==> src/rtl/blk_copy_pkg.sv <==
package blk_copy_pkg;
    localparam int WORD_W = 60;

    typedef enum logic [2:0] {
        ST_IDLE,
        ST_CHECK,
        ST_WAIT,
        ST_STREAM,
        ST_DRAIN,
        ST_DONE,
        ST_REJECT
    } copy_state_e;
endpackage

==> src/rtl/copy_limit_chk.sv <==
module copy_limit_chk #(
    parameter int AW = 16,
    parameter int CW = 16
) (
    input  logic [AW-1:0] start,
    input  logic [CW-1:0] count,
    input  logic [AW-1:0] bound,
    output logic          fits
);
    localparam int SW = ((AW > CW) ? AW : CW) + 1;

    logic [SW-1:0] end_pos;

    always_comb begin
        end_pos = SW'(start) + SW'(count);
        fits    = (end_pos <= SW'(bound));
    end
endmodule

==> src/rtl/copy_region.sv <==
module copy_region #(
    parameter int AW = 16,
    parameter int CW = 16
) (
    input  logic          clk,
    input  logic          rst_n,
    input  logic          capture,
    input  logic [AW-1:0] reloc_in,
    input  logic [AW-1:0] start_in,
    input  logic [AW-1:0] bound_in,
    input  logic [CW-1:0] count,
    input  logic [CW-1:0] idx,
    output logic          fits,
    output logic [AW-1:0] phys_addr
);
    logic [AW-1:0] start_q;
    logic [AW-1:0] bound_q;
    logic [AW-1:0] base_q;

    always_ff @(posedge clk or negedge rst_n) begin
        if (!rst_n) begin
            start_q <= '0;
            bound_q <= '0;
            base_q  <= '0;
        end else if (capture) begin
            start_q <= start_in;
            bound_q <= bound_in;
            base_q  <= reloc_in + start_in;
        end
    end

    copy_limit_chk #(.AW(AW), .CW(CW)) u_lim (
        .start (start_q),
        .count (count),
        .bound (bound_q),
        .fits  (fits)
    );

    assign phys_addr = base_q + AW'(idx);
endmodule

==> src/rtl/copy_lat_timer.sv <==
module copy_lat_timer #(
    parameter int LW = 4
) (
    input  logic          clk,
    input  logic          rst_n,
    input  logic          load,
    input  logic [LW-1:0] load_val,
    output logic          expired
);
    logic [LW-1:0] cnt_q;

    always_ff @(posedge clk or negedge rst_n) begin
        if (!rst_n) begin
            cnt_q <= '0;
        end else if (load) begin
            cnt_q <= load_val;
        end else if (cnt_q != '0) begin
            cnt_q <= cnt_q - 1'b1;
        end
    end

    assign expired = (cnt_q == '0);
endmodule

==> src/rtl/blk_copy_engine.sv <==
module blk_copy_engine
    import blk_copy_pkg::*;
#(
    parameter int BS_AW = 20,
    parameter int MM_AW = 15,
    parameter int CNT_W = 16,
    parameter int LAT_W = 4
) (
    input  logic              clk,
    input  logic              rst_n,
    input  logic              req_valid,
    input  logic              req_dir,
    input  logic [BS_AW-1:0]  req_bs_start,
    input  logic [MM_AW-1:0]  req_mm_start,
    input  logic [CNT_W-1:0]  req_count,
    input  logic [LAT_W-1:0]  req_latency,
    input  logic [BS_AW-1:0]  bs_reloc,
    input  logic [BS_AW-1:0]  bs_bound,
    input  logic [MM_AW-1:0]  mm_reloc,
    input  logic [MM_AW-1:0]  mm_bound,
    output logic              busy,
    output logic              done,
    output logic              error,
    output logic              bs_rd_en,
    output logic              bs_wr_en,
    output logic [BS_AW-1:0]  bs_addr,
    output logic [WORD_W-1:0] bs_wdata,
    input  logic [WORD_W-1:0] bs_rdata,
    output logic              mm_rd_en,
    output logic              mm_wr_en,
    output logic [MM_AW-1:0]  mm_addr,
    output logic [WORD_W-1:0] mm_wdata,
    input  logic [WORD_W-1:0] mm_rdata
);
    copy_state_e state_q, state_d;

    logic             accept;
    logic             dir_q;
    logic [CNT_W-1:0] cnt_q;
    logic [LAT_W-1:0] lat_q;
    logic [CNT_W-1:0] rd_idx_q;
    logic [CNT_W-1:0] wr_idx_q;
    logic             wr_valid_q;
    logic             bs_fits, mm_fits;
    logic             lat_done;
    logic             last_rd;
    logic [CNT_W-1:0] bs_idx, mm_idx;

    assign accept  = (state_q == ST_IDLE) && req_valid;
    assign last_rd = (rd_idx_q == CNT_W'(cnt_q - 1'b1));
    assign bs_idx  = dir_q ? wr_idx_q : rd_idx_q;
    assign mm_idx  = dir_q ? rd_idx_q : wr_idx_q;

    // Request snapshot: fields are frozen at acceptance
    always_ff @(posedge clk or negedge rst_n) begin
        if (!rst_n) begin
            dir_q <= 1'b0;
            cnt_q <= '0;
            lat_q <= '0;
        end else if (accept) begin
            dir_q <= req_dir;
            cnt_q <= req_count;
            lat_q <= req_latency;
        end
    end

    copy_region #(.AW(BS_AW), .CW(CNT_W)) u_bs_region (
        .clk       (clk),
        .rst_n     (rst_n),
        .capture   (accept),
        .reloc_in  (bs_reloc),
        .start_in  (req_bs_start),
        .bound_in  (bs_bound),
        .count     (cnt_q),
        .idx       (bs_idx),
        .fits      (bs_fits),
        .phys_addr (bs_addr)
    );

    copy_region #(.AW(MM_AW), .CW(CNT_W)) u_mm_region (
        .clk       (clk),
        .rst_n     (rst_n),
        .capture   (accept),
        .reloc_in  (mm_reloc),
        .start_in  (req_mm_start),
        .bound_in  (mm_bound),
        .count     (cnt_q),
        .idx       (mm_idx),
        .fits      (mm_fits),
        .phys_addr (mm_addr)
    );

    copy_lat_timer #(.LW(LAT_W)) u_lat (
        .clk      (clk),
        .rst_n    (rst_n),
        .load     (state_q == ST_CHECK),
        .load_val (LAT_W'(lat_q - 1'b1)),
        .expired  (lat_done)
    );

    // Next-state logic
    always_comb begin
        state_d = state_q;
        unique case (state_q)
            ST_IDLE:   if (req_valid) state_d = ST_CHECK;
            ST_CHECK: begin
                if (!(bs_fits && mm_fits) || (cnt_q == '0)) state_d = ST_REJECT;
                else if (lat_q == '0)                       state_d = ST_STREAM;
                else                                        state_d = ST_WAIT;
            end
            ST_WAIT:   if (lat_done) state_d = ST_STREAM;
            ST_STREAM: if (last_rd)  state_d = ST_DRAIN;
            ST_DRAIN:  state_d = ST_DONE;
            ST_DONE:   state_d = ST_IDLE;
            ST_REJECT: state_d = ST_IDLE;
            default:   state_d = ST_IDLE;
        endcase
    end

    // State register
    always_ff @(posedge clk or negedge rst_n) begin
        if (!rst_n) state_q <= ST_IDLE;
        else        state_q <= state_d;
    end

    // Word pipeline: read index and the one-cycle write stage
    always_ff @(posedge clk or negedge rst_n) begin
        if (!rst_n) begin
            rd_idx_q   <= '0;
            wr_idx_q   <= '0;
            wr_valid_q <= 1'b0;
        end else begin
            if (accept)                     rd_idx_q <= '0;
            else if (state_q == ST_STREAM)  rd_idx_q <= rd_idx_q + 1'b1;
            wr_idx_q   <= rd_idx_q;
            wr_valid_q <= (state_q == ST_STREAM);
        end
    end

    // Outputs
    always_comb begin
        busy     = (state_q != ST_IDLE);
        done     = (state_q == ST_DONE) || (state_q == ST_REJECT);
        error    = (state_q == ST_REJECT);
        bs_rd_en = (state_q == ST_STREAM) && !dir_q;
        mm_rd_en = (state_q == ST_STREAM) &&  dir_q;
        mm_wr_en = wr_valid_q && !dir_q;
        bs_wr_en = wr_valid_q &&  dir_q;
        mm_wdata = bs_rdata;
        bs_wdata = mm_rdata;
    end
endmodule

==> config.mk <==
export PLATFORM = sky130hd
export DESIGN_NAME = blk_copy_engine
export DESIGN_NICKNAME = d
export VERILOG_FILES = /design/src/rtl/blk_copy_pkg.sv /design/src/rtl/copy_limit_chk.sv /design/src/rtl/copy_region.sv /design/src/rtl/copy_lat_timer.sv /design/src/rtl/blk_copy_engine.sv
export SDC_FILE = /design/constraint.sdc
export NUM_CORES = 1
export LEC_CHECK = 0
export BUFFER_PORTS_ARGS = -buffer_cell sky130_fd_sc_hd__buf_2
export CORE_UTILIZATION = 48
export CTS_CLUSTER_DIAMETER = 60
export CTS_CLUSTER_SIZE = 30
export DETAILED_ROUTE_END_ITERATION = 10
export PLACE_DENSITY = 0.79
export SETUP_SLACK_MARGIN = 0.2
export SLEW_MARGIN = 10
export SYNTH_ARGS = -nofsm -noshare
export SYNTH_HDL_FRONTEND = slang
export SYNTH_SLANG_ARGS = --single-unit
export TNS_END_PERCENT = 1
==> constraint.sdc <==
create_clock -name clk -period 3.77 [get_ports clk]
set_input_delay 0.1885 -clock clk [delete_from_list [all_inputs] [get_ports clk]]
set_output_delay 0.1885 -clock clk [all_outputs]
set_load 0.01 [all_outputs]
==> results of run 1 <==
-- tightest hold or removal path, cell delays in order --
cell and delay, ns:
buf_2 0.08, nand2_1 0.06, o21ai_0 0.07
-- timing repair --
item	CTS	global route
pin swaps	5	24
endpoints found under the setup margin	12	10
hold buffers	70	0
endpoints found under the hold margin	160	0
resized for setup	24	36
setup buffers	0	3
-- flip-flops by register name (all words and copies together) (netlist names) --
signal	count
u_mm_region.bound_q	15
u_mm_region.start_q	15
wr_idx_q	16
u_mm_region.base_q	15
u_bs_region.base_q	20
u_lat.cnt_q	4
wr_valid_q	1
cnt_q	16
lat_q	4
u_bs_region.bound_q	20
rd_idx_q	16
u_bs_region.start_q	20
dir_q	1
state_q	3
-- cell usage after synthesis (6+ instances only) --
cell / number / area [µm²]
nand2_1: 295 / 1110
dfrtp_1: 166 / 4150
ha_1: 132 / 1650
buf_4: 120 / 901
o21ai_0: 116 / 581
nor2_1: 82 / 308
inv_1: 75 / 282
xnor2_1: 69 / 604
a21oi_1: 65 / 325
xor2_1: 59 / 517
clkbuf_1: 44 / 165
mux2_2: 30 / 338
nor3_1: 26 / 130
nand3_1: 23 / 115
a21o_1: 20 / 150
a31oi_1: 18 / 113
nand2b_1: 15 / 93.8
and3_1: 14 / 87.6
nor2b_1: 13 / 81.3
nand4_1: 10 / 62.6
o21a_1: 10 / 75.1
o21bai_1: 10 / 75.1
or2_2: 9 / 56.3
and2_1: 8 / 50.1
or3_1: 8 / 50.1
and4_1: 7 / 61.3
o211ai_1: 7 / 52.6
o21ai_1: 7 / 35.0
fa_1: 6 / 120
mux2i_1: 6 / 60.1
-- worst min-delay path by stage --
stage                     startpoint                      end
floorplan                      rst_n                 cnt_q[0]
global placement               rst_n   u_mm_region.bound_q[6]
detailed placement             rst_n   u_mm_region.bound_q[6]
CTS                  req_mm_start[9]   u_mm_region.start_q[9]
global route        req_mm_start[14]  u_mm_region.start_q[14]
finish                  req_count[2]                 cnt_q[2]
-- metrics by stage --
| step | std cells | total power, mW | util | cell area, µm² | hold WS (ns) |
|---|---|---|---|---|---|
| after detailed placement | 1948 | 11.2 | 0.522 | 13800 | 0.322 |
| after CTS | 2050 | 13.2 | 0.575 | 15200 | 0.00159 |
| after floorplan | 1546 | 8.59 | - | 13000 | -0.107 |
| after global routing | 2054 | 14.8 | 0.582 | 15300 | 0.0206 |
| final | 2054 | 13.7 | 0.582 | 15300 | 0.00276 |
| after global placement | 1948 | 10.9 | 0.522 | 13800 | 0.323 |
-- logic make-up (layout without fill, tap and decap cells) --
kind of cell               Yosys count  in the layout  synth area share
muxes                               36             36            0.0305
xor gates and xnor gates           128            128            0.0861
AOI/OAI and AO/OA                  304            304             0.142
DFF                                166            166             0.319
and+or+nand+nor                    531            531             0.182
adders and majority gates          138            138             0.136
other                                0              1                 0
buffers and inverters              243            415             0.105
-- cell usage in the layout (no fill, tap or decap), types with 64 or more instances in the layout --
| cell type | instances |
|---|---|
| dfrtp_1 | 165 |
| nand2_1 | 294 |
| o21ai_0 | 108 |
| nor2_1 | 82 |
| buf_4 | 64 |
| inv_1 | 75 |
| xnor2_1 | 68 |
| ha_1 | 125 |
| buf_2 | 169 |
| dlygate4sd3_1 | 70 |
-- metal layers --
layer / wire length [µm] / GRT usage / part of all wire / vias to the layer above
met5: 0 / 0 / 0 / -
met4: 837 / 0.0862 / 0.023 / 0
met3: 2470 / 0.0563 / 0.069 / 64
met2: 16300 / 0.411 / 0.46 / 423
met1: 16200 / 0.344 / 0.45 / 5440
li1: - / - / - / 5470
-- cell type report --
type / count / area share
flip-flops and latches: 166 / 0.271
clock inverters: 11 / 0.00815
repair buffers: 308 / 0.137
inverters: 75 / 0.0183
diodes: 1 / 0.000163
clock buffers: 21 / 0.0300
well taps: 335 / 0.0273
multi-input cells: 1137 / 0.508
-- power breakdown --
part           internal, mW  switching [mW]  total (mW)  leakage (nW)
Sequential             2.54           0.616        3.16          2.10
Clock                  1.01           0.758        1.77         0.272
Combinational          3.98            4.77        8.75          5.36
==> impl_metrics.json, run 1 <==
{
  "status": "finished with violations",
  "antenna_found_initial": 1,
  "multi_input_area_mm2": 0.00780,
  "drtIter0Drc": 932,
  "io_buffer_count": 170,
  "hpwl_um": 26600,
  "setup.worst_path.end_class": "register",
  "core_mm2": 0.0264,
  "worst_slack_ns": -0.511,
  "clk_path_buf_depth": 2,
  "grt_max_degree": 120,
  "cp_num_buf_inv": 1,
  "crit_path_top_delay_cell": "or4_4",
  "rr_worst_depth": 20,
  "syn2layout_area_growth_pct": 17.8,
  "reg2reg_to": "state_q[2]",
  "drv_slew": 0,
  "ios": 411,
  "yosys_warnings": 0,
  "post_drt_wl_per_cell_um": 17.4,
  "clock_latency_ns": 0.44,
  "clock-root-buffer": "clkbuf_16",
  "cp-endpoint": "state_q[2]",
  "cts_made_buffers": 17,
  "worstPathRequired_ns": 4.10,
  "ir_drop_mv": 0.411,
  "path_delay_family": "simple AND/OR/NAND/NOR gates",
  "synth_area_mm2": 0.0130,
  "cts_tree": "done",
  "grtUsageTotal": 0.257,
  "synth_edf_count": 0,
  "synth_cell_types": 74,
  "crit-reg2reg-launch": "u_bs_region.start_q[0]",
  "grt_pass1_wl_um": 56600,
  "synthCells": 1546,
  "period_minus_slack_ns": 4.28,
  "setup_viol": 2,
  "drtAntennaViolNets": 0,
  "vias": 11400,
  "synth-seq-cells": 166,
  "hold_path_class": "in2reg",
  "hold_viol": 0,
  "cp.depth": 20,
  "rsz0062_at_grt": "yes",
  "std_cell_rows": 59,
  "layout.nets": 2092,
  "cts.sinks": 166,
  "cap_viol_max_count": 0,
  "p_leak_nw": 7.73,
  "drcViolationCount": 0,
  "vias_per_cell": 5.55,
  "htree_num_levels": 4,
  "dp_slack_ns": -0.368,
  "cp_max_fo": 2,
  "dieArea_mm2": 0.0278,
  "worstSetupPathType": "reg2reg",
  "die_height_um": 167,
  "grt_pass1_vias": 11300,
  "globalRoute.totalOverflow": 0,
  "max-slew-margin-rel": 0.221,
  "setup_tns_ns": -0.932,
  "violations": "setup timing",
  "routabilityCongestion": 0.938,
  "ff_latch_area_mm2": 0.00416,
  "fillers": 2238,
  "die_w_um": 167,
  "finClkSkew_ns": 0.0112,
  "wl_um": 35800,
  "cp-startpoint": "u_bs_region.start_q[0]",
  "synth_nets": 1933,
  "async_flop_share": 1.00,
  "drive_gt1_frac": 0.213,
  "firstDrtPassIters": 5,
  "p_per_area_mw_per_mm2": 891,
  "path_clk_slew_ns": 0.07,
  "min_period_over_period": 1.14,
  "whs_path_depth": 3,
  "cp_cell_sequence": "ha_2 -> inv_1 -> fa_2 -> nand2b_4 -> a21oi_4 -> o311ai_4 -> a21boi_1 -> o21bai_1 -> o21ai_1 -> nand3_2 -> xnor2_2 -> ha_1 -> nand3_1 -> nand2b_4 -> nor3_4 -> a21oi_1 -> nor4_2 -> o21ai_1 -> or4_4 -> a22o_1",
  "max_stage_delay_ns": 0.51,
  "fmax_ghz": 0.234,
  "setup.worst_path.start_class": "register",
  "syn_avg_cell_area_um2": 8.42,
  "rrSetupSlack_ns": -0.51,
  "synthFlopType": "dfrtp_1",
  "tightest_slew_ns": 1.17,
  "seq_area_frac_synth": 0.319,
  "crit_arrival_ns": 4.61,
  "start_util": 0.494
}
(Power assumes the default switching activity.)
==> run 2: changes to the inputs <==
--- a/config.mk
+++ b/config.mk
@@ -6,11 +6,11 @@
 export NUM_CORES = 1
 export LEC_CHECK = 0
 export BUFFER_PORTS_ARGS = -buffer_cell sky130_fd_sc_hd__buf_2
-export CORE_UTILIZATION = 48
+export CORE_UTILIZATION = 53
 export CTS_CLUSTER_DIAMETER = 60
 export CTS_CLUSTER_SIZE = 30
 export DETAILED_ROUTE_END_ITERATION = 10
-export PLACE_DENSITY = 0.79
+export PLACE_DENSITY = 0.83
 export SETUP_SLACK_MARGIN = 0.2
 export SLEW_MARGIN = 10
 export SYNTH_ARGS = -nofsm -noshare
==> constraint.sdc (replaced) <==
create_clock -name clk -period 4.8 [get_ports clk]
set_input_delay 0.24 -clock clk [delete_from_list [all_inputs] [get_ports clk]]
set_output_delay 0.24 -clock clk [all_outputs]
set_load 0.01 [all_outputs]
==> impl_metrics.json, run 2 (synthesis gave the netlist of run 1 again) <==
{
  "hold_viol": 3,
  "vias_per_cell": 5.63,
  "cp_num_buf_inv": 1,
  "dp_cells": 1886,
  "hpwl_um": 25600,
  "fillers": 2165,
  "firstDrtPassIters": 5,
  "crit_arrival_ns": 4.68,
  "p_seq_frac": 0.260,
  "io_buffer_count": 170,
  "hold_path_class": "in2reg",
  "wl_met3_um": 2380,
  "period_minus_slack_ns": 4.34,
  "max_stage_delay_ns": 0.55,
  "n_antenna_cell": 0,
  "largestRegisters": "u_bs_region.base_q (20), u_bs_region.bound_q (20), u_bs_region.start_q (20)",
  "start_util": 0.539,
  "post_drt_wl_per_cell_um": 17.3,
  "crit_path_top_delay_cell": "or4_4",
  "cp_max_fo": 6,
  "grtUsageTotal": 0.269,
  "dieArea_mm2": 0.0252,
  "clock-root-buffer": "clkbuf_16",
  "wl_um": 33300,
  "fin_cells": 1926,
  "tightest_slew_ns": 1.16,
  "setup.worst_path.start_class": "register",
  "routabilityCongestion": 0.936,
  "drcViolationCount": 0,
  "p_sw_frac": 0.456,
  "setup_tns_ns": 0,
  "grt_pass1_wl_um": 53800,
  "max-slew-margin-rel": 0.224,
  "htree_num_levels": 4,
  "cp_common_cell": "nand2_1",
  "antenna_found_initial": 0,
  "drtAntennaViolNets": 0,
  "post_dp_cell_area_mm2": 0.0133,
  "grt_max_degree": 120,
  "intPower_mw": 5.34,
  "p_per_area_mw_per_mm2": 699,
  "cap_viol_max_count": 0,
  "drtIter0Drc": 839,
  "die_height_um": 159,
  "p_sw_mw": 4.48,
  "drive_gt1_frac": 0.174,
  "met2_wirelength_um": 15000,
  "routed.top_layer": "met4",
  "syn2layout_area_growth_pct": 7.81,
  "clock_latency_ns": 0.44,
  "fin_area_mm2": 0.0140,
  "drv_slew": 0,
  "core_mm2": 0.0242,
  "pwr-share-clk": 0.146,
  "ios": 411,
  "p_leak_nw": 7.16,
  "setup_viol": 0,
  "layout.nets": 1976,
  "cp-startpoint": "cnt_q[0]",
  "layout_common_cells": "nand2_1, buf_2, dfrtp_1",
  "cts.sinks": 166,
  "path_clk_slew_ns": 0.07,
  "grt_pass1_vias": 10500,
  "wl_met1_um": 15200,
  "cts_made_buffers": 17,
  "clk_path_buf_depth": 2,
  "ir_drop_mv": 0.377,
  "cp_cell_sequence": "ha_1 -> inv_1 -> fa_1 -> nand2b_1 -> a21oi_2 -> o311ai_2 -> nand2_1 -> nand2_1 -> nand2_1 -> xor2_1 -> ha_1 -> a21oi_1 -> o21ai_1 -> a2111oi_0 -> a21oi_1 -> o31ai_2 -> o21ai_1 -> or4_4 -> a22o_1",
  "worstSetupPathType": "reg2reg",
  "finClkSkew_ns": 0.0102,
  "status": "finished with violations",
  "combPwrFrac": 0.594,
  "globalRoute.totalOverflow": 0,
  "min_from": "bs_bound[5]",
  "holdWs_ns": -0.00132,
  "die_w_um": 159,
  "final_common_cell": "nand2_1",
  "fmax_ghz": 0.230,
  "rsz0062_at_grt": "no",
  "post_cts_buffers": 0,
  "setup.worst_path.end_class": "register",
  "worstPathRequired_ns": 5.13,
  "min_period_over_period": 0.905,
  "path_delay_family": "compound AO/OA/AOI/OAI gates",
  "vias": 10800,
  "cts_tree": "done",
  "violations": "hold timing",
  "crit-reg2reg-launch": "cnt_q[0]",
  "std_cell_rows": 57
}
-- run 2: cell types whose count changed in the layout (fill, tap and decap cells not counted), moves of 5 or more --
cell | previous run | this run
dlygate4sd3_1 | 70 | 8
buf_4 | 64 | 14
a21oi_1 | 55 | 63
a21oi_2 | 10 | 3
ha_1 | 125 | 132
o21ai_0 | 108 | 115
ha_2 | 6 | 0
o21ai_1 | 12 | 7
-- run 2: power by group through the flow --
| stage | Combinational [mW] | Sequential (mW) | Clock [mW] |
|---|---|---|---|
| after global placement | 5.53 | 2.52 | 0 |
| after CTS | 5.78 | 2.53 | 1.44 |
| final | 5.83 | 2.55 | 1.43 |
| after global routing | 6.63 | 2.61 | 1.51 |
| after detailed placement | 5.70 | 2.55 | 0 |
| after floorplan | 4.41 | 2.32 | 0 |
-- run 2: repair_timing --
item	CTS	global route
hold buffers	8	0
pin swaps	1	1
hold endpoints to repair	94	0
setup endpoints to repair	2	2
resized for setup	2	9
-- run 2: cell type report --
cell class	instances	area, µm²	area share
multi-input combinational	1137	7550	0.538
sequential	166	4160	0.296
timing repair buffer	192	1040	0.0742
clock buffer	18	439	0.0313
tap	324	405	0.0289
inverter	75	282	0.0200
clock inverter	14	165	0.0118
-- run 2: stage by stage --
| stage | utilization | worst slack, ns | power, mW |
|---|---|---|---|
| global route | 0.581 | 0.107 | 10.7 |
| global placement | 0.551 | 0.286 | 8.05 |
| finish | 0.581 | 0.455 | 9.82 |
| CTS | 0.579 | 0.255 | 9.75 |
| floorplan | - | 0.719 | 6.73 |
| detailed placement | 0.551 | 0.146 | 8.25 |
-- run 2: worst reg2reg max path: cells and delay by family (launching register included) --
| kind | cells | cell delay [ns] |
|---|---|---|
| compound gates | 9 | 1.72 |
| xor+xnor | 1 | 0.17 |
| fa+ha+maj | 3 | 0.86 |
| buf+inv | 1 | 0.06 |
| flops | 1 | 0.42 |
| simple gates | 5 | 1.02 |
-- run 2: worst paths after layout --
check / endpoint / slack [ns] / cells after the start
max: state_q[2] / 0.46 / 19
min: u_bs_region.bound_q[5] / -0.001 / 3
max reg2reg: state_q[2] / 0.46 / 19
min reg2reg: wr_idx_q[15] / 0.49 / 0
max in group asynchronous: wr_idx_q[15] / 3.24 / 3
min in group asynchronous: u_mm_region.bound_q[4] / 0.43 / 2
-- run 2: per-layer routing --
metal,up-vias,GRT usage
met3,62,0.0593
met5,-,0
met4,0,0.0786
met1,5154,0.367
li1,5250,-
met2,382,0.427
